**config.mk**
```make
export PLATFORM = sky130hd
export DESIGN_NAME = extint_detect
export DESIGN_NICKNAME = d
export VERILOG_FILES = /design/src/rtl/extint_pkg.sv /design/src/rtl/extint_sync.sv /design/src/rtl/extint_channel.sv /design/src/rtl/extint_detect.sv
export SDC_FILE = /design/constraint.sdc
export NUM_CORES = 1
export LEC_CHECK = 0
export BUFFER_PORTS_ARGS = -buffer_cell sky130_fd_sc_hd__buf_2
export CAP_MARGIN = 10
export CORE_AREA = 2 2 39 41
export CTS_CLUSTER_SIZE = 16
export DETAILED_ROUTE_END_ITERATION = 8
export DIE_AREA = 0 0 41 43
export MAX_ROUTING_LAYER = met4
export PLACE_DENSITY = 0.59
export SLEW_MARGIN = 20
export SYNTH_ARGS = -nofsm -noshare
export SYNTH_HDL_FRONTEND = slang
export SYNTH_SLANG_ARGS = --single-unit
```
**constraint.sdc**
```tcl
create_clock -name clk -period 0.9 [get_ports clk]
set_input_delay 0.045 -clock clk [delete_from_list [all_inputs] [get_ports clk]]
set_output_delay 0.045 -clock clk [all_outputs]
set_load 0.05 [all_outputs]
```
**src/rtl/extint_pkg.sv**
```systemverilog
package extint_pkg;

    // Detector state: what the last synchronized sample was
    typedef enum logic {
        DET_ARMED = 1'b0,   // last sample high, a low sample is an edge
        DET_LOW   = 1'b1    // last sample low, wait for release
    } det_state_e;

    // Control byte layout: per channel a pair {flag, mode}
    localparam int CH_STRIDE = 2;
    localparam int MODE_OFS  = 0;
    localparam int FLAG_OFS  = 1;

endpackage

```
**src/rtl/extint_sync.sv**
```systemverilog
module extint_sync #(
    parameter int   STAGES    = 2,
    parameter logic RESET_VAL = 1'b1
) (
    input  logic clk,
    input  logic rst_n,
    input  logic d,
    output logic q
);

    logic [STAGES-1:0] chain_q;

    generate
        if (STAGES == 1) begin : g_single
            always_ff @(posedge clk or negedge rst_n) begin
                if (!rst_n) chain_q <= RESET_VAL;
                else        chain_q <= d;
            end
        end else begin : g_multi
            always_ff @(posedge clk or negedge rst_n) begin
                if (!rst_n) chain_q <= {STAGES{RESET_VAL}};
                else        chain_q <= {chain_q[STAGES-2:0], d};
            end
        end
    endgenerate

    assign q = chain_q[STAGES-1];

endmodule

```
**src/rtl/extint_channel.sv**
```systemverilog
module extint_channel
    import extint_pkg::*;
(
    input  logic clk,
    input  logic rst_n,
    input  logic pin_sync,   // synchronized pin, active low
    input  logic wr_en,
    input  logic wr_mode,
    input  logic wr_flag,
    input  logic ack,
    output logic mode_q,     // 1 = edge, 0 = level
    output logic flag_q
);

    det_state_e state_q, state_d;
    logic       fall_evt;

    // State register
    always_ff @(posedge clk or negedge rst_n) begin
        if (!rst_n) state_q <= DET_ARMED;
        else        state_q <= state_d;
    end

    // Next state and edge event
    always_comb begin
        state_d  = state_q;
        fall_evt = 1'b0;
        unique case (state_q)
            DET_ARMED: begin
                if (!pin_sync) begin       // fall
                    state_d  = DET_LOW;
                    fall_evt = 1'b1;
                end
            end
            DET_LOW: begin
                if (pin_sync) begin        // release
                    state_d = DET_ARMED;
                end
            end
            default: state_d = DET_ARMED;
        endcase
    end

    // Mode bit
    always_ff @(posedge clk or negedge rst_n) begin
        if (!rst_n)     mode_q <= 1'b0;
        else if (wr_en) mode_q <= wr_mode;
    end

    // Output: request flag
    always_ff @(posedge clk or negedge rst_n) begin
        if (!rst_n) begin
            flag_q <= 1'b0;
        end else if (!mode_q) begin
            flag_q <= ~pin_sync;
        end else if (fall_evt) begin
            flag_q <= 1'b1;
        end else if (wr_en) begin
            flag_q <= wr_flag;
        end else if (ack) begin
            flag_q <= 1'b0;
        end
    end

    // an edge seen in edge mode always leaves the flag set
    a_r3_edge_sets: assert property (@(posedge clk) disable iff (!rst_n)
        (mode_q && state_q == DET_ARMED && !pin_sync) |=> flag_q);

    // level mode follows the inverted synchronized pin
    a_r6_level_follows: assert property (@(posedge clk) disable iff (!rst_n)
        (!mode_q) |=> (flag_q == !$past(pin_sync)));

    // an acknowledge with no competing cause clears the flag
    a_r5_ack_clears: assert property (@(posedge clk) disable iff (!rst_n)
        (mode_q && ack && !wr_en && !(state_q == DET_ARMED && !pin_sync))
        |=> !flag_q);

    // the flag only rises for an edge, a software set or level mode
    a_r4_no_spurious: assert property (@(posedge clk) disable iff (!rst_n)
        $rose(flag_q) |-> $past(!mode_q || (wr_en && wr_flag)
                                || (state_q == DET_ARMED && !pin_sync)));

endmodule

```
**src/rtl/extint_detect.sv**
```systemverilog
module extint_detect
    import extint_pkg::*;
#(
    parameter int NUM_PINS    = 2,
    parameter int REG_W       = 8,
    parameter int SYNC_STAGES = 2
) (
    input  logic                clk,
    input  logic                rst_n,
    input  logic [NUM_PINS-1:0] ext_pin_n,
    input  logic                ctl_we,
    input  logic [REG_W-1:0]    ctl_wdata,
    input  logic [NUM_PINS-1:0] vec_ack,
    output logic [REG_W-1:0]    ctl_rdata,
    output logic [NUM_PINS-1:0] irq_req
);

    localparam int USED_W = CH_STRIDE * NUM_PINS;

    logic [NUM_PINS-1:0] pin_sync;
    logic [NUM_PINS-1:0] mode_bits;
    logic [NUM_PINS-1:0] flag_bits;

    generate
        for (genvar i = 0; i < NUM_PINS; i++) begin : g_ch
            extint_sync #(
                .STAGES    (SYNC_STAGES),
                .RESET_VAL (1'b1)
            ) u_sync (
                .clk   (clk),
                .rst_n (rst_n),
                .d     (ext_pin_n[i]),
                .q     (pin_sync[i])
            );

            extint_channel u_ch (
                .clk      (clk),
                .rst_n    (rst_n),
                .pin_sync (pin_sync[i]),
                .wr_en    (ctl_we),
                .wr_mode  (ctl_wdata[CH_STRIDE*i + MODE_OFS]),
                .wr_flag  (ctl_wdata[CH_STRIDE*i + FLAG_OFS]),
                .ack      (vec_ack[i]),
                .mode_q   (mode_bits[i]),
                .flag_q   (flag_bits[i])
            );
        end

        if (REG_W > USED_W) begin : g_spare
            logic unused_wdata_hi;
            assign unused_wdata_hi = ^ctl_wdata[REG_W-1:USED_W];
        end
    endgenerate

    always_comb begin
        ctl_rdata = '0;
        for (int i = 0; i < NUM_PINS; i++) begin
            ctl_rdata[CH_STRIDE*i + MODE_OFS] = mode_bits[i];
            ctl_rdata[CH_STRIDE*i + FLAG_OFS] = flag_bits[i];
        end
    end

    assign irq_req = flag_bits;

endmodule

```
==> results.py, run 1 <==
metrics = {
    "timing": {
        "hold_viol_final": 0,
        "tns_ns": -0.483,
        "max_freq_mhz": 1030,
        "rsz0062_at_grt": "yes",
        "final_max_slew_viol_count": 0,
        "min_period_ns": 0.975,
        "fin_ws_ns": -0.0745,
        "finalSetupViolations": 10,
        "fin_worst_skew_ns": 0.00965,
        "min_period_over_period": 1.08,
    },
    "cts": {
        "clkTransAtPathRegs_ns": 0.07,
        "clockBufferDepth": 2,
        "numCtsBuffers": 3,
        "root_buffer": "clkbuf_4",
        "cts.sinks": 10,
        "htreeDepth": 1,
        "cts_tree": "yes",
        "clock_latency_ns": 0.26,
    },
    "hold_path": {
        "min_path_type": "input port to flop",
    },
    "global_route": {
        "antenna_found_initial": 0,
        "grt_pass1_vias": 289,
        "grt_pass1_wl_mm": 1.02,
        "grt_max_degree": 11,
        "grt_usage": 0.0949,
        "grt-ovfl-total": 0,
    },
    "critical_path": {
        "critPathKind": "flop to flop",
        "crit_required_ns": 1.05,
        "crit_path_start_kind": "flop",
        "cp_max_fo": 2,
        "crit_arrival_ns": 1.12,
        "cp-end-kind": "flop",
        "rrSetupSlack_ns": -0.07,
    },
    "routing": {
        "antenna_left": 0,
        "vias_per_cell": 4.07,
        "drt-initial-drc-count": 1,
        "drt_first_pass_iters": 2,
        "vias": 277,
        "drc": 0,
        "wl_per_cell_um": 9.69,
        "wl_um": 659,
    },
    "power": {
        "ir_drop_mv": 1.17,
        "power_leakage_nw": 0.305,
        "powerDensity_mw_per_mm2": 1890,
    },
    "floorplanning": {
        "core_area_mm2": 0.00138,
        "die_area_mm2": 0.00176,
        "die_x_um": 41,
        "io_pins": 25,
        "die_y_um": 43,
        "start_util": 0.299,
        "rows": 14,
    },
    "run_status": {
        "status": "finished, violations left",
        "violations": "setup timing",
    },
    "synthesis": {
        "netlist-cell-type-count": 9,
        "ys_seq_elements": 10,
        "synth_area_leaders": "dfrtp_1, dfstp_2, buf_4, mux2_2, a311o_1",
        "synth_top_area_share": 0.363,
        "ys_warn_count": 0,
        "synth_top_area_cell": "dfrtp_1",
        "syn_area_um2": 414,
        "avgSynthCellArea_um2": 13.4,
        "yosysSeqAreaShare": 0.616,
        "synth_cells": 31,
    },
    "placement": {
        "placedInstanceArea_um2": 473,
        "gp_congestion": 0.583,
        "dp_slack_ns": -0.0672,
        "port_buffers": 16,
    },
    "run": {
        "maxCapViolCount": 0,
    },
    "final_layout": {
        "finalInstanceArea_um2": 632,
        "n_antenna_cell": 0,
        "finalNetCount": 68,
        "num-fill-cells": 128,
        "layout-drive-gt1-share": 0.615,
        "synthToLayoutAreaGrowth_pct": 52.6,
    },
}
## logic make-up after synthesis
kind of cell    count (synthesis)  synth area share
buf+inv                        12             0.199
compound gates                  4            0.0725
simple gates                    2            0.0483
other cells                     1           0.00905
flops                          10             0.616
mux                             2            0.0544
## layer usage
metal	part of all wire	track usage	up-vias	wire (um)
met3	0.086	0.0785	2	57
met4	0.011	0.0400	0	7
met2	0.49	0.144	15	322
met1	0.41	0.0805	126	271
met5	0	-	-	0
li1	-	-	134	-
## Yosys cell counts
library cell / number
buf_4: 10
dfrtp_1: 6
dfstp_2: 4
a21oi_1: 2
a311o_1: 2
inv_1: 2
mux2_2: 2
nor4bb_1: 2
conb_1: 1
## critical path, cell delays in order (launching register included)
cell and delay, ns:
dfstp_2 0.53, a21oi_1 0.04, a311o_1 0.31
## power breakdown
part | switching (mW) | total (mW) | internal [mW]
registers | 0.0224 | 0.513 | 0.490
clock network | 0.142 | 0.312 | 0.170
logic | 0.202 | 0.372 | 0.170
total | 0.366 | 1.20 | 0.831
## cell usage in the layout (no fill, tap or decap), drive strengths merged
| master | count |
|---|---|
| a311o | 2 |
| nor4bb | 2 |
| conb | 4 |
| inv | 2 |
| dlygate4sd3 | 3 |
| a21oi | 2 |
| dfrtp | 6 |
| clkbuf | 4 |
| buf | 21 |
| dfstp | 4 |
| mux2 | 2 |
## metrics by stage
stage	power [mW]	hold slack, ns	utilization	instances
after floorplan	0.745	-0.251	-	34
after global placement	0.773	-0.0925	0.342	59
after detailed placement	0.776	-0.0856	0.342	59
after CTS	1.19	0.00769	0.434	68
after global routing	1.27	0.00565	0.457	68
final	1.20	0.0162	0.457	68
## timing repair
action                                 in CTS  in global routing
hold buffers                                3                  0
resized for setup                          17                  7
pin swaps                                   0                  1
buffers inserted                            2                  0
setup endpoints to repair                   8                 10
endpoints found under the hold margin      12                  0
## path summary, 6_finish.rpt
check                                                    start                                  end  cells after the start
min in group asynchronous                                rst_n      g_ch[1].u_ch.flag_q$_DFFE_PN0P_                      2
min reg2reg                g_ch[0].u_sync.chain_q[0]$_DFF_PN1_  g_ch[0].u_sync.chain_q[1]$_DFF_PN1_                      0
max                        g_ch[1].u_sync.chain_q[1]$_DFF_PN1_      g_ch[1].u_ch.flag_q$_DFFE_PN0P_                      2
max reg2reg                g_ch[1].u_sync.chain_q[1]$_DFF_PN1_      g_ch[1].u_ch.flag_q$_DFFE_PN0P_                      2
max in group asynchronous                                rst_n  g_ch[0].u_sync.chain_q[0]$_DFF_PN1_                      2
min                                               ctl_wdata[0]      g_ch[0].u_ch.mode_q$_DFFE_PN0P_                      2
## sequential cells by signal (all words and copies together), names as in the netlist
signal	count
g_ch.u_ch.flag_q	2
g_ch.u_ch.mode_q	2
g_ch.u_sync.chain_q	4
g_ch.u_ch.state_q	2
## final cells by class
class,count,area [um^2],area share
multi-input combinational,12,103,0.162
clock buffer,4,26.3,0.0416
tap,16,20.0,0.0317
sequential,10,256,0.406
inverter,2,7.51,0.0119
timing repair buffer,24,219,0.347
No activity file was read; power rests on OpenSTA's default activity.
==> inputs of run 2 (changes only) <==
--- a/config.mk
+++ b/config.mk
@@ -12,8 +12,8 @@
 export DETAILED_ROUTE_END_ITERATION = 8
 export DIE_AREA = 0 0 41 43
 export MAX_ROUTING_LAYER = met4
-export PLACE_DENSITY = 0.59
-export SLEW_MARGIN = 20
+export PLACE_DENSITY = 0.57
+export SLEW_MARGIN = 40
 export SYNTH_ARGS = -nofsm -noshare
 export SYNTH_HDL_FRONTEND = slang
 export SYNTH_SLANG_ARGS = --single-unit
==> constraint.sdc (replaced) <==
create_clock -name clk -period 1.2 [get_ports clk]
set_input_delay 0.06 -clock clk [delete_from_list [all_inputs] [get_ports clk]]
set_output_delay 0.06 -clock clk [all_outputs]
set_load 0.05 [all_outputs]
==> run 2 against run 1 <==
The run now ends clean. Critical path depth unchanged. Clock skew fell by 0.0079 ns. Utilization down 8.3 points. Largest power group unchanged. Highest routed layer is now met3.
==> results.py, run 2 (synthesis gave the netlist of run 1 again) <==
metrics = {
    "floorplanning": {
        "io_pins": 25,
        "start_util": 0.299,
        "rows": 14,
        "core_area_mm2": 0.00138,
        "die_area_mm2": 0.00176,
        "die_x_um": 41,
        "die_y_um": 43,
    },
    "hold_path": {
        "min_path_type": "input port to flop",
    },
    "cts": {
        "htreeDepth": 1,
        "clkTransAtPathRegs_ns": 0.06,
        "numCtsBuffers": 3,
        "root_buffer": "clkbuf_4",
        "clock_latency_ns": 0.25,
        "cts_tree": "yes",
        "clockBufferDepth": 2,
        "post-cts-setup-buffer-count": 0,
        "cts.sinks": 10,
    },
    "timing": {
        "min_period_ns": 0.996,
        "fin_worst_skew_ns": 0.00175,
        "hold_viol_final": 0,
        "tns_ns": 0,
        "finalSetupViolations": 0,
        "min_period_over_period": 0.830,
        "final_max_slew_viol_count": 0,
        "max_freq_mhz": 1000,
        "rsz0062_at_grt": "no",
    },
    "routing": {
        "vias": 249,
        "drt-initial-drc-count": 0,
        "drt_first_pass_iters": 1,
        "wl_per_cell_um": 8.40,
        "wl_um": 529,
        "drc": 0,
        "antenna_left": 0,
        "vias_per_cell": 3.95,
    },
    "global_route": {
        "grt_max_degree": 11,
        "grt_pass1_vias": 230,
        "grt-ovfl-total": 0,
        "antenna_found_initial": 0,
        "grt_usage": 0.0787,
        "grt_pass1_wl_um": 828,
    },
    "placement": {
        "port_buffers": 16,
        "gp_congestion": 0.621,
    },
    "final_layout": {
        "layout_common_cells": "buf_2, dfrtp_1, conb_1, dfstp_2",
        "layout-drive-gt1-share": 0.553,
        "seq_area_um2": 255,
        "synthToLayoutAreaGrowth_pct": 24.8,
        "multi_input_area_um2": 87.6,
        "n_antenna_cell": 0,
        "largest_register": "g_ch.u_sync.chain_q",
        "largest_register_ffs": 4,
        "finalNetCount": 63,
        "num-fill-cells": 143,
        "layout_commonest_cell": "buf_2",
    },
    "critical_path": {
        "cpPeakStageDelay_ns": 0.53,
        "crit_path_cell_trace": "a21oi_1 > a311o_1",
        "crit_required_ns": 1.34,
        "critPathKind": "flop to flop",
        "cp_max_fo": 2,
        "slowest_stage": "dfstp_2",
        "cp-end-kind": "flop",
        "crit_arrival_ns": 1.14,
        "crit_path_start_kind": "flop",
    },
    "power": {
        "powerDensity_mw_per_mm2": 1650,
        "power.total_mw": 0.853,
        "ir_drop_mv": 0.607,
        "power_leakage_nw": 0.254,
    },
    "run_status": {
        "status": "complete, no violations",
    },
    "run": {
        "maxCapViolCount": 0,
    },
}
-- run 2: where the power goes --
group	switching (mW)	total, mW	internal [mW]
registers	0.0148	0.382	0.367
clock network	0.103	0.287	0.184
logic	0.133	0.184	0.0508
total	0.252	0.853	0.602
-- run 2: area by class of cell --
type	count	area share
clock buffer	4	0.0702
sequential	10	0.494
multi-input combinational	12	0.169
inverter	2	0.0145
timing repair buffer	19	0.213
tap	16	0.0387
-- run 2: path summary, 6_finish.rpt --
kind / from / endpoint / slack (ns) / cells past startpoint
setup / recovery: g_ch[0].u_sync.chain_q[1]$_DFF_PN1_ / g_ch[0].u_ch.flag_q$_DFFE_PN0P_ / 0.20 / 2
hold / removal: ctl_wdata[0] / g_ch[0].u_ch.mode_q$_DFFE_PN0P_ / 0.04 / 2
setup reg to reg: g_ch[0].u_sync.chain_q[1]$_DFF_PN1_ / g_ch[0].u_ch.flag_q$_DFFE_PN0P_ / 0.20 / 2
hold reg to reg: g_ch[1].u_sync.chain_q[0]$_DFF_PN1_ / g_ch[1].u_sync.chain_q[1]$_DFF_PN1_ / 0.36 / 0
max in group asynchronous: rst_n / g_ch[0].u_sync.chain_q[1]$_DFF_PN1_ / 0.77 / 2
min in group asynchronous: rst_n / g_ch[1].u_ch.mode_q$_DFFE_PN0P_ / 0.18 / 2
-- run 2: layer usage --
layer  wire length (um)  GRT usage  vias up
met4                  0     0.0800        0
li1                   -          -      122
met1                203     0.0788      120
met5                  0          -        -
met3                 25     0.0314        0
met2                300      0.106        7
-- run 2: worst max-delay path: cells and delay by family (launching register included) --
family	cells	cell delay (ns)
compound gates	2	0.35
flops	1	0.53
-- run 2: repair_timing --
item / CTS / global route
hold endpoints to repair: 12 / 0
hold buffers: 3 / 0
gates resized for setup: 0 / 0
-- run 2: stage by stage --
step | hold slack (ns) | util | std cells | setup WS [ns] | cell area, um^2
CTS | 0.0247 | 0.373 | 63 | 0.187 | 517
global placement | -0.0750 | 0.325 | 56 | 0.220 | 450
global route | 0.0178 | 0.373 | 63 | 0.154 | 517
floorplan | -0.236 | - | 34 | 0.237 | 425
detailed placement | -0.0773 | 0.325 | 56 | 0.202 | 450
finish | 0.0375 | 0.373 | 63 | 0.204 | 517
==> inputs of run 3 (changes only) <==
--- a/config.mk
+++ b/config.mk
@@ -12,7 +12,7 @@
 export DETAILED_ROUTE_END_ITERATION = 8
 export DIE_AREA = 0 0 41 43
 export MAX_ROUTING_LAYER = met4
-export PLACE_DENSITY = 0.57
+export PLACE_DENSITY = 0.59
 export SLEW_MARGIN = 40
 export SYNTH_ARGS = -nofsm -noshare
 export SYNTH_HDL_FRONTEND = slang
==> constraint.sdc (replaced) <==
create_clock -name clk -period 0.8 [get_ports clk]
set_input_delay 0.04 -clock clk [delete_from_list [all_inputs] [get_ports clk]]
set_output_delay 0.04 -clock clk [all_outputs]
set_load 0.05 [all_outputs]
==> run 3 against run 2 <==
The flow now finishes with violations (setup timing). Register-to-register slack worse by 0.37 ns. Non-clock buffer count is 5 higher. Sequential power is 51% higher. Cell area is 21% higher. Flip-flop and latch count stayed put. Total power is 56% higher. Largest cell class unchanged.
==> results.py, run 3 (synthesis gave the netlist of run 1 again) <==
metrics = {
    "global_route": {
        "grt_pass1_vias": 267,
        "grt_usage": 0.0922,
        "antenna_found_initial": 0,
        "grt_pass1_wl_um": 959,
        "grt-ovfl-total": 0,
        "grt_max_degree": 11,
    },
    "timing": {
        "min_period_over_period": 1.22,
        "final_max_slew_viol_count": 0,
        "max_freq_mhz": 1020,
        "tns_ns": -1.43,
        "rsz0062_at_grt": "yes",
        "hold_viol_final": 0,
        "finalSetupViolations": 10,
        "fin_worst_skew_ns": 0.00908,
        "min_period_ns": 0.977,
        "fin_ws_ns": -0.177,
    },
    "run": {
        "maxCapViolCount": 0,
    },
    "final_layout": {
        "utilization": 0.452,
        "seq_area_um2": 255,
        "layout-drive-gt1-share": 0.615,
        "finalNetCount": 68,
        "n_antenna_cell": 0,
        "largest_register_ffs": 4,
        "synthToLayoutAreaGrowth_pct": 51.1,
        "layout_common_cells": "buf_2, dfrtp_1, buf_8, buf_6",
        "multi_input_area_um2": 97.6,
        "num-fill-cells": 129,
        "layout_commonest_cell": "buf_2",
        "largest_register": "g_ch.u_sync.chain_q",
        "fin_cells": 68,
    },
    "critical_path": {
        "cp-end-kind": "primary output",
        "cp_max_fo": 3,
        "critPathKind": "flop to primary output",
        "crit_path_start_kind": "flop",
        "crit_required_ns": 0.76,
        "crit_arrival_ns": 0.94,
    },
    "cts": {
        "cts.sinks": 10,
        "cts_tree": "yes",
        "clockBufferDepth": 2,
        "clock_latency_ns": 0.26,
        "clkTransAtPathRegs_ns": 0.06,
        "root_buffer": "clkbuf_4",
        "numCtsBuffers": 3,
        "htreeDepth": 1,
    },
    "floorplanning": {
        "start_util": 0.299,
        "io_pins": 25,
        "die_x_um": 41,
        "die_y_um": 43,
        "rows": 14,
        "core_area_mm2": 0.00138,
        "die_area_mm2": 0.00176,
    },
    "power": {
        "power_leakage_nw": 0.297,
        "powerDensity_mw_per_mm2": 2130,
        "ir_drop_mv": 0.969,
    },
    "routing": {
        "drt-initial-drc-count": 5,
        "drc": 0,
        "wl_per_cell_um": 9.93,
        "vias": 289,
        "vias_per_cell": 4.25,
        "drt_first_pass_iters": 4,
        "wl_um": 675,
        "antenna_left": 0,
    },
    "hold_path": {
        "min_path_type": "input port to flop",
    },
    "placement": {
        "dp_cells": 59,
        "hpwl_um": 481,
        "gp_congestion": 0.559,
        "port_buffers": 16,
        "dp_slack_ns": -0.169,
    },
    "run_status": {
        "violations": "setup timing",
        "status": "finished, violations left",
    },
}
## run 3: cell types whose count changed in the layout (fill, tap and decap cells not counted), sizes merged
cell,delta
buf,+5
## run 3: cell type report
class / instances / share of cell area
clock buffer: 4 / 0.0420
multi-input combinational: 12 / 0.156
timing repair buffer: 24 / 0.350
inverter: 2 / 0.0120
sequential: 10 / 0.408
tap: 16 / 0.0320
## run 3: layer usage
layer  global-route usage  routed length [um]
met4               0.0600                   7
met5                    -                   0
met3               0.0628                  58
met2                0.131                 342
met1               0.0853                 266
## run 3: worst paths after layout
kind                       depth (start not counted)                                 from  slack (ns)                             endpoint
min in group asynchronous                          2                                rst_n        0.16      g_ch[0].u_ch.mode_q$_DFFE_PN0P_
hold reg to reg                                    0  g_ch[1].u_sync.chain_q[0]$_DFF_PN1_        0.36  g_ch[1].u_sync.chain_q[1]$_DFF_PN1_
setup reg to reg                                   3      g_ch[1].u_ch.mode_q$_DFFE_PN0P_       -0.17      g_ch[1].u_ch.flag_q$_DFFE_PN0P_
setup / recovery                                   2      g_ch[0].u_ch.mode_q$_DFFE_PN0P_       -0.18                         ctl_rdata[0]
max in group asynchronous                          2                                rst_n        0.39  g_ch[0].u_sync.chain_q[1]$_DFF_PN1_
hold / removal                                     2                         ctl_wdata[2]        0.01      g_ch[1].u_ch.mode_q$_DFFE_PN0P_
## run 3: what timing repair did
action | in CTS | in global routing
endpoints found under the hold margin | 12 | 0
buffers inserted | 2 | 0
hold buffers | 3 | 0
gates resized for setup | 20 | 3
pin swaps | 1 | 0
setup endpoints to repair | 8 | 10
## run 3: worst max-delay path, stage by stage (launching register included)
cell,delay [ns]
dfrtp_1,0.41
buf_6,0.13
buf_8,0.14
## run 3: per-stage QoR
step	cell area (um^2)	hold WS, ns	total power [mW]
final	626	0.0109	1.33
after floorplan	425	-0.256	0.838
after detailed placement	473	-0.0960	0.875
after CTS	614	0.00277	1.34
after global placement	473	-0.0964	0.869
after global routing	626	0.0150	1.40
## run 3: where the power goes
group / switching (mW) / leakage, nW / internal [mW]
logic: 0.227 / 0.170 / 0.187
registers: 0.0246 / 0.112 / 0.551
clock network: 0.150 / 0.0150 / 0.192
